==> config.mk <==
export PLATFORM = sky130hd
export DESIGN_NAME = csr_front_end
export DESIGN_NICKNAME = d
export VERILOG_FILES = /design/src/rtl/csr_fe_pkg.sv /design/src/rtl/csr_port_decode.sv /design/src/rtl/csr_run_fsm.sv /design/src/rtl/csr_event_flags.sv /design/src/rtl/csr_front_end.sv
export SDC_FILE = /design/constraint.sdc
export NUM_CORES = 1
export LEC_CHECK = 0
export BUFFER_PORTS_ARGS = -buffer_cell sky130_fd_sc_hd__buf_2
export CAP_MARGIN = 5
export CORE_UTILIZATION = 41
export CTS_CLUSTER_DIAMETER = 40
export DETAILED_ROUTE_END_ITERATION = 10
export PLACE_DENSITY_LB_ADDON = 0.15
export RECOVER_POWER = 25
export SYNTH_ARGS = -nofsm -noshare
export SYNTH_HDL_FRONTEND = slang
export SYNTH_SLANG_ARGS = --single-unit
==> constraint.sdc <==
create_clock -name clk -period 3.6 [get_ports clk]
set_input_delay 0 -clock clk [delete_from_list [all_inputs] [get_ports clk]]
set_output_delay 0 -clock clk [all_outputs]
set_load 0.03 [all_outputs]
==> src/rtl/csr_fe_pkg.sv <==
package csr_fe_pkg;

    typedef enum logic [1:0] {
        ST_STOPPED      = 2'd0,
        ST_INITIALIZING = 2'd1,
        ST_READY        = 2'd2,
        ST_RUNNING      = 2'd3
    } run_state_t;

    typedef enum logic [2:0] {
        PORT_NONE,
        PORT_DATA,
        PORT_PTR,
        PORT_RESET,
        PORT_BCFG
    } port_sel_t;

    localparam int REG_W     = 16;
    localparam int PORT_BASE = 16;

    // event flags occupy main register bits FLAG_LSB .. FLAG_LSB+NUM_FLAGS-1
    localparam int NUM_FLAGS = 7;
    localparam int FLAG_LSB  = 8;
    localparam int F_MERR    = 3;
    localparam int F_BABL    = 6;
    localparam int F_CERR    = 5;

    // collision flag never raises the interrupt summary
    localparam logic [NUM_FLAGS-1:0] IRQ_SOURCES = 7'b1011111;
    localparam logic [REG_W-1:0]     MASKREG_KEEP = 16'h5F3C;

    localparam int CSR_MAIN    = 0;
    localparam int CSR_BASE_LO = 1;
    localparam int CSR_BASE_HI = 2;
    localparam int CSR_MASK    = 3;
    localparam int CSR_FEAT    = 4;
    localparam int CSR_MODE    = 15;
    localparam int CSR_ID_LO   = 88;
    localparam int CSR_ID_HI   = 89;

    localparam int B_INIT  = 0;
    localparam int B_START = 1;
    localparam int B_STOP  = 2;
    localparam int B_TDMD  = 3;
    localparam int B_IENA  = 6;
    localparam int B_PAD   = 11;
    localparam int B_PROM  = 15;

endpackage

==> src/rtl/csr_port_decode.sv <==
module csr_port_decode
    import csr_fe_pkg::*;
#(
    parameter int ADDR_W = 5
) (
    input  logic              wide_mode,
    input  logic [ADDR_W-1:0] addr,
    output port_sel_t         port
);

    logic [ADDR_W-1:0] rel;
    logic [ADDR_W-1:0] idx;
    logic              aligned;

    always_comb begin
        rel = addr - ADDR_W'(PORT_BASE);
        if (wide_mode) begin
            aligned = (rel[1:0] == 2'b00);
            idx     = rel >> 2;
        end else begin
            aligned = !rel[0];
            idx     = rel >> 1;
        end
        port = PORT_NONE;
        if (addr >= ADDR_W'(PORT_BASE) && aligned) begin
            case (int'(idx))
                0:       port = PORT_DATA;
                1:       port = PORT_PTR;
                2:       port = PORT_RESET;
                3:       port = PORT_BCFG;
                default: port = PORT_NONE;
            endcase
        end
    end

endmodule

==> src/rtl/csr_run_fsm.sv <==
module csr_run_fsm
    import csr_fe_pkg::*;
(
    input  logic       clk,
    input  logic       rst_n,
    input  logic       sw_rst,
    input  logic       cmd_init,
    input  logic       cmd_start,
    input  logic       cmd_stop,
    input  logic       init_done_evt,
    output run_state_t state,
    output logic       init_done_ok,
    output logic       init_req,
    output logic       tx_en,
    output logic       rx_en
);

    run_state_t nxt;

    always_comb begin
        nxt = state;
        if (cmd_stop) begin
            nxt = ST_STOPPED;
        end else if (cmd_start) begin
            nxt = ST_RUNNING;
        end else begin
            unique case (state)
                ST_INITIALIZING: if (init_done_evt) nxt = ST_READY;
                ST_STOPPED,
                ST_READY,
                ST_RUNNING:      if (cmd_init) nxt = ST_INITIALIZING;
                default:         nxt = state;
            endcase
        end
    end

    assign init_done_ok = (state == ST_INITIALIZING) && init_done_evt;

    // state register
    always_ff @(posedge clk or negedge rst_n) begin
        if (!rst_n) begin
            state <= ST_STOPPED;
        end else if (sw_rst) begin
            state <= ST_STOPPED;
        end else begin
            state <= nxt;
        end
    end

    // registered outputs
    always_ff @(posedge clk or negedge rst_n) begin
        if (!rst_n) begin
            init_req <= 1'b0;
            tx_en    <= 1'b0;
            rx_en    <= 1'b0;
        end else if (sw_rst) begin
            init_req <= 1'b0;
            tx_en    <= 1'b0;
            rx_en    <= 1'b0;
        end else begin
            init_req <= (nxt == ST_INITIALIZING) && (state != ST_INITIALIZING);
            tx_en    <= (nxt == ST_RUNNING);
            rx_en    <= (nxt == ST_RUNNING);
        end
    end

    AST_INIT_REQ_SINGLE: assert property (@(posedge clk) disable iff (!rst_n)
        init_req |=> !init_req) else $error("init_req longer than one cycle");
    AST_STOP_WINS: assert property (@(posedge clk) disable iff (!rst_n)
        (cmd_stop && !sw_rst) |=> (state == ST_STOPPED && !tx_en && !rx_en)) else $error("stop not obeyed");
    AST_SWRST_STOPS: assert property (@(posedge clk) disable iff (!rst_n)
        sw_rst |=> (state == ST_STOPPED && !init_req)) else $error("software reset missed");

endmodule

==> src/rtl/csr_event_flags.sv <==
module csr_event_flags #(
    parameter int N = 7
) (
    input  logic         clk,
    input  logic         rst_n,
    input  logic         sw_rst,
    input  logic [N-1:0] set_vec,
    input  logic [N-1:0] clr_vec,
    output logic [N-1:0] flags
);

    for (genvar k = 0; k < N; k++) begin : g_flag
        always_ff @(posedge clk or negedge rst_n) begin
            if (!rst_n) begin
                flags[k] <= 1'b0;
            end else if (sw_rst) begin
                flags[k] <= 1'b0;
            end else if (set_vec[k]) begin
                flags[k] <= 1'b1;
            end else if (clr_vec[k]) begin
                flags[k] <= 1'b0;
            end
        end
    end

    AST_EVENT_SETS: assert property (@(posedge clk) disable iff (!rst_n)
        (set_vec != '0 && !sw_rst) |=> ((flags & $past(set_vec)) == $past(set_vec)))
        else $error("event lost");
    AST_NO_SPURIOUS_SET: assert property (@(posedge clk) disable iff (!rst_n)
        (set_vec == '0) |=> ((flags & ~$past(flags)) == '0))
        else $error("flag rose without event");

endmodule

==> src/rtl/csr_front_end.sv <==
module csr_front_end
    import csr_fe_pkg::*;
#(
    parameter int          ADDR_W  = 5,
    parameter int          PTR_W   = 8,
    parameter logic [27:0] CHIP_ID = 28'h5A3C001
) (
    input  logic              clk,
    input  logic              rst_n,
    input  logic              wide_mode,
    input  logic              bus_sel,
    input  logic              bus_we,
    input  logic [ADDR_W-1:0] bus_addr,
    input  logic [REG_W-1:0]  bus_wdata,
    output logic [REG_W-1:0]  bus_rdata,
    input  logic              evt_init_done,
    input  logic              evt_tx_done,
    input  logic              evt_rx_done,
    input  logic              evt_mem_err,
    input  logic              evt_missed,
    input  logic              evt_collision,
    input  logic              evt_tx_timeout,
    output logic              irq,
    output logic              init_req,
    output logic              tx_demand,
    output logic              tx_enable,
    output logic              rx_enable,
    output logic [31:0]       init_base,
    output logic              swap_bytes,
    output logic              alt_backoff,
    output logic              no_defer2,
    output logic              lookahead,
    output logic              auto_pad,
    output logic              promiscuous
);

    port_sel_t            port;
    run_state_t           run_state;
    logic [PTR_W-1:0]     ptr;
    logic                 iena;
    logic [REG_W-1:0]     base_lo;
    logic [REG_W-1:0]     base_hi;
    logic [REG_W-1:0]     mask_reg;
    logic                 pad_en;
    logic                 prom_en;
    logic [NUM_FLAGS-1:0] flags;
    logic [NUM_FLAGS-1:0] set_vec;
    logic [NUM_FLAGS-1:0] clr_vec;
    logic [NUM_FLAGS-1:0] flag_mask;
    logic                 init_done_ok;
    logic                 rd_access, wr_access, sw_rst, ptr_wr, data_wr, wr_main;
    logic                 intr_sum, err_sum;
    logic [REG_W-1:0]     main_val;
    logic [REG_W-1:0]     csr_val;

    csr_port_decode #(.ADDR_W(ADDR_W)) i_decode (
        .wide_mode (wide_mode),
        .addr      (bus_addr),
        .port      (port)
    );

    assign rd_access = bus_sel && !bus_we;
    assign wr_access = bus_sel && bus_we;
    assign sw_rst    = rd_access && (port == PORT_RESET);
    assign ptr_wr    = wr_access && (port == PORT_PTR);
    assign data_wr   = wr_access && (port == PORT_DATA);
    assign wr_main   = data_wr && (int'(ptr) == CSR_MAIN);

    csr_run_fsm i_fsm (
        .clk           (clk),
        .rst_n         (rst_n),
        .sw_rst        (sw_rst),
        .cmd_init      (wr_main && bus_wdata[B_INIT]),
        .cmd_start     (wr_main && bus_wdata[B_START]),
        .cmd_stop      (wr_main && bus_wdata[B_STOP]),
        .init_done_evt (evt_init_done),
        .state         (run_state),
        .init_done_ok  (init_done_ok),
        .init_req      (init_req),
        .tx_en         (tx_enable),
        .rx_en         (rx_enable)
    );

    assign set_vec = {evt_tx_timeout, evt_collision, evt_missed, evt_mem_err,
                      evt_rx_done, evt_tx_done, init_done_ok};
    assign clr_vec = wr_main ? bus_wdata[FLAG_LSB +: NUM_FLAGS] : '0;

    csr_event_flags #(.N(NUM_FLAGS)) i_flags (
        .clk     (clk),
        .rst_n   (rst_n),
        .sw_rst  (sw_rst),
        .set_vec (set_vec),
        .clr_vec (clr_vec),
        .flags   (flags)
    );

    // pointer, enables and plain storage registers
    always_ff @(posedge clk or negedge rst_n) begin
        if (!rst_n) begin
            ptr       <= '0;
            iena      <= 1'b0;
            base_lo   <= '0;
            base_hi   <= '0;
            mask_reg  <= '0;
            pad_en    <= 1'b0;
            prom_en   <= 1'b0;
            tx_demand <= 1'b0;
        end else if (sw_rst) begin
            ptr       <= '0;
            iena      <= 1'b0;
            base_lo   <= '0;
            base_hi   <= '0;
            mask_reg  <= '0;
            pad_en    <= 1'b0;
            prom_en   <= 1'b0;
            tx_demand <= 1'b0;
        end else begin
            tx_demand <= wr_main && bus_wdata[B_TDMD];
            if (ptr_wr) begin
                ptr <= bus_wdata[PTR_W-1:0];
            end
            if (wr_main) begin
                iena <= bus_wdata[B_IENA];
            end
            if (data_wr) begin
                case (int'(ptr))
                    CSR_BASE_LO: base_lo  <= bus_wdata;
                    CSR_BASE_HI: base_hi  <= bus_wdata;
                    CSR_MASK:    mask_reg <= bus_wdata & MASKREG_KEEP;
                    CSR_FEAT:    pad_en   <= bus_wdata[B_PAD];
                    CSR_MODE:    prom_en  <= bus_wdata[B_PROM];
                    default:     ;
                endcase
            end
        end
    end

    assign flag_mask = mask_reg[FLAG_LSB +: NUM_FLAGS];
    assign intr_sum  = |(flags & IRQ_SOURCES & ~flag_mask);
    assign err_sum   = |flags[F_BABL:F_MERR];
    assign irq       = intr_sum && iena;

    assign main_val = {err_sum, flags, intr_sum, iena, rx_enable, tx_enable, 1'b0,
                       run_state == ST_STOPPED, run_state == ST_RUNNING,
                       run_state == ST_INITIALIZING};

    always_comb begin
        case (int'(ptr))
            CSR_MAIN:    csr_val = main_val;
            CSR_BASE_LO: csr_val = base_lo;
            CSR_BASE_HI: csr_val = base_hi;
            CSR_MASK:    csr_val = mask_reg;
            CSR_FEAT:    csr_val = REG_W'(pad_en) << B_PAD;
            CSR_MODE:    csr_val = REG_W'(prom_en) << B_PROM;
            CSR_ID_LO:   csr_val = CHIP_ID[15:0];
            CSR_ID_HI:   csr_val = {4'h0, CHIP_ID[27:16]};
            default:     csr_val = '0;
        endcase
    end

    always_comb begin
        case (port)
            PORT_DATA: bus_rdata = csr_val;
            PORT_PTR:  bus_rdata = REG_W'(ptr);
            default:   bus_rdata = '0;
        endcase
    end

    assign init_base   = {base_hi, base_lo};
    assign swap_bytes  = mask_reg[2];
    assign alt_backoff = mask_reg[3];
    assign no_defer2   = mask_reg[4];
    assign lookahead   = mask_reg[5];
    assign auto_pad    = pad_en;
    assign promiscuous = prom_en;

    AST_IRQ_HAS_SOURCE: assert property (@(posedge clk) disable iff (!rst_n)
        irq |-> ((flags & IRQ_SOURCES) != '0)) else $error("irq without flag");
    AST_CERR_NO_IRQ: assert property (@(posedge clk) disable iff (!rst_n)
        ((flags & IRQ_SOURCES) == '0) |-> !irq) else $error("collision raised irq");

endmodule

==> impl_metrics.csv <==
group,metric,value,unit
worst_hold_path,holdPathStages,3,
grt,grt_pass1_wl,19.69,mm
detailed_routing,drcViolationCount,10,
sta,rsz0062_at_grt,"no",
placed_design,hpwl,8.263,mm
worst_setup_path,crit_path_max_fanout,18,
placed_design,io_buffers,91,
worst_setup_path,crit_required,3.60,ns
floorplan,rows,34,
clock_tree,cts_tree,"yes",
clock_tree,clockRootBuffer,"clkbuf_8",
yosys,syn_inst,415,
clock_tree,cts.clk_slew.worst_paths,0.07,ns
pwr,p_clk_share,39.5,%
worst_hold_path,hold-path-endpoint,"i_flags.flags[0]",
yosys,ys_async_sr_fraction,100.0,%
detailed_routing,wl_per_cell,19.65,µm
sta,setup_viol,0,
sta,hold_slack,0.05635,ns
worst_hold_path,min_from,"evt_init_done",
floorplan,start_util,42.64,%
detailed_routing,drt_pass1_iterations,8,
sta,slew_viol_final,0,
yosys,synth-simple-area-share,21.56,%
detailed_routing,drt_iter0_markers,208,
finish,nFillCells,848,
yosys,netlist_area,3755,µm²
floorplan,dieArea,9545,µm²
finish,layout_common_cells,"dfrtp_1, buf_2, nand2_1",
worst_setup_path,reg2reg_depth,5,
detailed_routing,vias,3746,
worst_hold_path,holdCritPathClass,"input pin to register",
pwr,p_switching,0.6039,mW
floorplan,die_y,97.70,µm
clock_tree,cts_setup_buffers,0,
run,maxCapViolations,0,
pwr,ir_worst_vdd,0.2199,mV
clock_tree,htreeDepth,3,
finish,finalCoreUtilization,53.28,%
grt,grt_use_total,26.96,%
grt,antenna_found_initial,0,
yosys,synth_edf_count,0,
sta,worst_slew_pin_slew,1.275,ns
sta,layout_setup_ws,0.7139,ns
pwr,swShare,30.36,%
grt,grt_remaining_overflow,0,
yosys,synth_compound_gate_area_share,21.76,%
worst_setup_path,rr_startpoint,"ptr[1]",
yosys,yosysWarnings,0,
sta,period_needed,2.886,ns
worst_setup_path,crit_path_start_kind,"register",
finish,diodes,0,
yosys,ys_seq_area_share,43.32,%
floorplan,die_width,97.70,µm
worst_setup_path,worstSetupEndpointType,"output pin",
detailed_routing,wl_met1,5.514,mm
detailed_routing,wl_met3,802,µm
detailed_routing,dr_wl_met2,5.635,mm
detailed_routing,highest_layer,"met4",
grt,grt_pass1_vias,3583,
worst_setup_path,critical_path_class,"register to output pin",
yosys,syn_area_per_cell,9.048,µm²
worst_setup_path,rrSetupSlack,1.06,ns
sta,fmax,0.3465,GHz
sta,hold_violations,0,
yosys,synth.area.mux_share,7.198,%
yosys,yosys_register_bits,65,
floorplan,core-area,8806,µm²
yosys,synth_xor_area_share,0,%
yosys,ys_types,63,
finish,drive_above_1_share,21.11,%
sta,timing.slew.headroom,14.97,%
floorplan,io_pins,92,
pwr,pwr-share-comb,19.3,%
worst_setup_path,crit_arrival,2.89,ns
detailed_routing,vias_per_cell,5.955,
placed_design,globalplace.congestion,0.8931,
yosys,ys.flop_type,"dfrtp_1",
sta,timing.final.crit_share,80.17,%
worst_setup_path,reg2reg_to,"base_hi[4]",
finish,syn2layout_area_growth,24.96,%
grt,grt_max_degree,62,
placed_design,pre_cts_slack,1.120,ns
pwr,power_frac_seq,41.2,%
yosys,synth_fp_nets,448,
sta,fin_skew,0.007296,ns
clock_tree,numClockSinks,65,
yosys,synth_top_family_by_area,"compound AO/OA/AOI/OAI gates",
detailed_routing,drt_wl_total,12.36,mm
clock_tree,cts-resized-gates,0,
yosys,synth-adder-area-share,0,%
clock_tree,clk_path_buf_depth,2,
detailed_routing,antenna_left,0,
pwr,cell_internal_pwr,1.385,mW
pwr,pwr_density_cell,423.9,nW/µm²
outcome,outcome,"complete, but fails checks",
sta,final.setup.tns,0,ns
pwr,leakagePower,2.048,nW
finish,nets,549,
clock_tree,cts_buffers,9,
outcome,violations,"design-rule violations",
clock_tree,cts_hold_buf,23,
clock_tree,worstSkewPairLatency,0.35,ns
-- metal layers --
layer,global-route usage [%],vias up
li1,-,1720
met1,38.12,1835
met2,40.64,163
met3,4.101,28
met4,12.70,0
met5,0,-
-- synth_stat cells, drive strengths merged (2+ instances only) --
cell     instances  share of area, %
a221oi           2              0.47
nand4            8               1.3
a32oi            3              0.70
buf             23               3.8
clkbuf          11               1.2
and4bb           2              0.67
a22oi            2              0.40
a31oi            8               1.3
inv             11               1.1
and3             5              0.83
and2             4              0.67
o21ba            5               1.3
o31ai            2              0.40
or4              2              0.40
nand2           55               5.5
o22ai            3              0.50
o2bb2ai          4              0.93
a22o             2              0.47
nor3b            2              0.40
nor3             3              0.53
mux4             4               2.4
o21ai           35               4.7
nand4b           2              0.63
nor2            20               2.1
nand3           29               3.9
nand3b           2              0.40
nor4b            2              0.47
mux2i           18               4.8
dfrtp           65                43
a211oi           4               1.3
a21oi           52               6.9
or3b             3              0.70
and4             2              0.47
nor4             5               1.4
-- worst max-delay path by stage --
stage | startpoint | endpoint | slack, ns
after CTS | ptr[1] | bus_rdata[7] | 0.74
after floorplan | ptr[5] | bus_rdata[0] | 1.34
final | ptr[1] | bus_rdata[0] | 0.71
after global routing | ptr[1] | bus_rdata[7] | 0.54
after detailed placement | ptr[1] | base_hi[4] | 1.12
after global placement | ptr[1] | bus_rdata[7] | 1.13
-- layout make-up --
type	count	area, µm²	share of cell area [%]
Timing Repair Buffer	124	728.2	15.52
Inverter	12	45.04	0.9600
Tap cell	108	135.1	2.880
Sequential cell	65	1627	34.67
Clock buffer	10	137.6	2.933
Multi-Input combinational cell	304	1904	40.59
Clock inverter	6	115.1	2.453
-- stage by stage --
step | std cells | cell area, µm² | power [mW]
final | 629 | 4692 | 1.989
after global routing | 629 | 4692 | 2.073
after CTS | 629 | 4725 | 1.996
after detailed placement | 590 | 4242 | 1.196
after global placement | 590 | 4242 | 1.190
after floorplan | 415 | 3755 | 1.072
-- power groups by stage --
stage	logic (mW)	clock network (mW)	registers, mW
4_1_cts	0.384	0.795	0.817
6_report	0.385	0.785	0.819
5_1_grt	0.423	0.828	0.823
3_3_place_gp	0.358	0	0.832
3_5_place_dp	0.364	0	0.832
2_1_floorplan	0.257	0	0.815
-- kinds of logic after synthesis --
| kind of cell | count (synthesis) |
|---|---|
| DFF | 65 |
| and+or+nand+nor | 152 |
| AOI/OAI and AO/OA | 130 |
| muxes | 22 |
| buffers and inverters | 46 |
-- critical path, cell delays in order (launching register included) --
cell and delay (ns):
dfrtp_1 0.81, nor2b_1 0.50, nor3b_1 0.54, a221oi_1 0.14, o21ai_0 0.29, buf_2 0.26
Power figures use the tool's default switching activity.
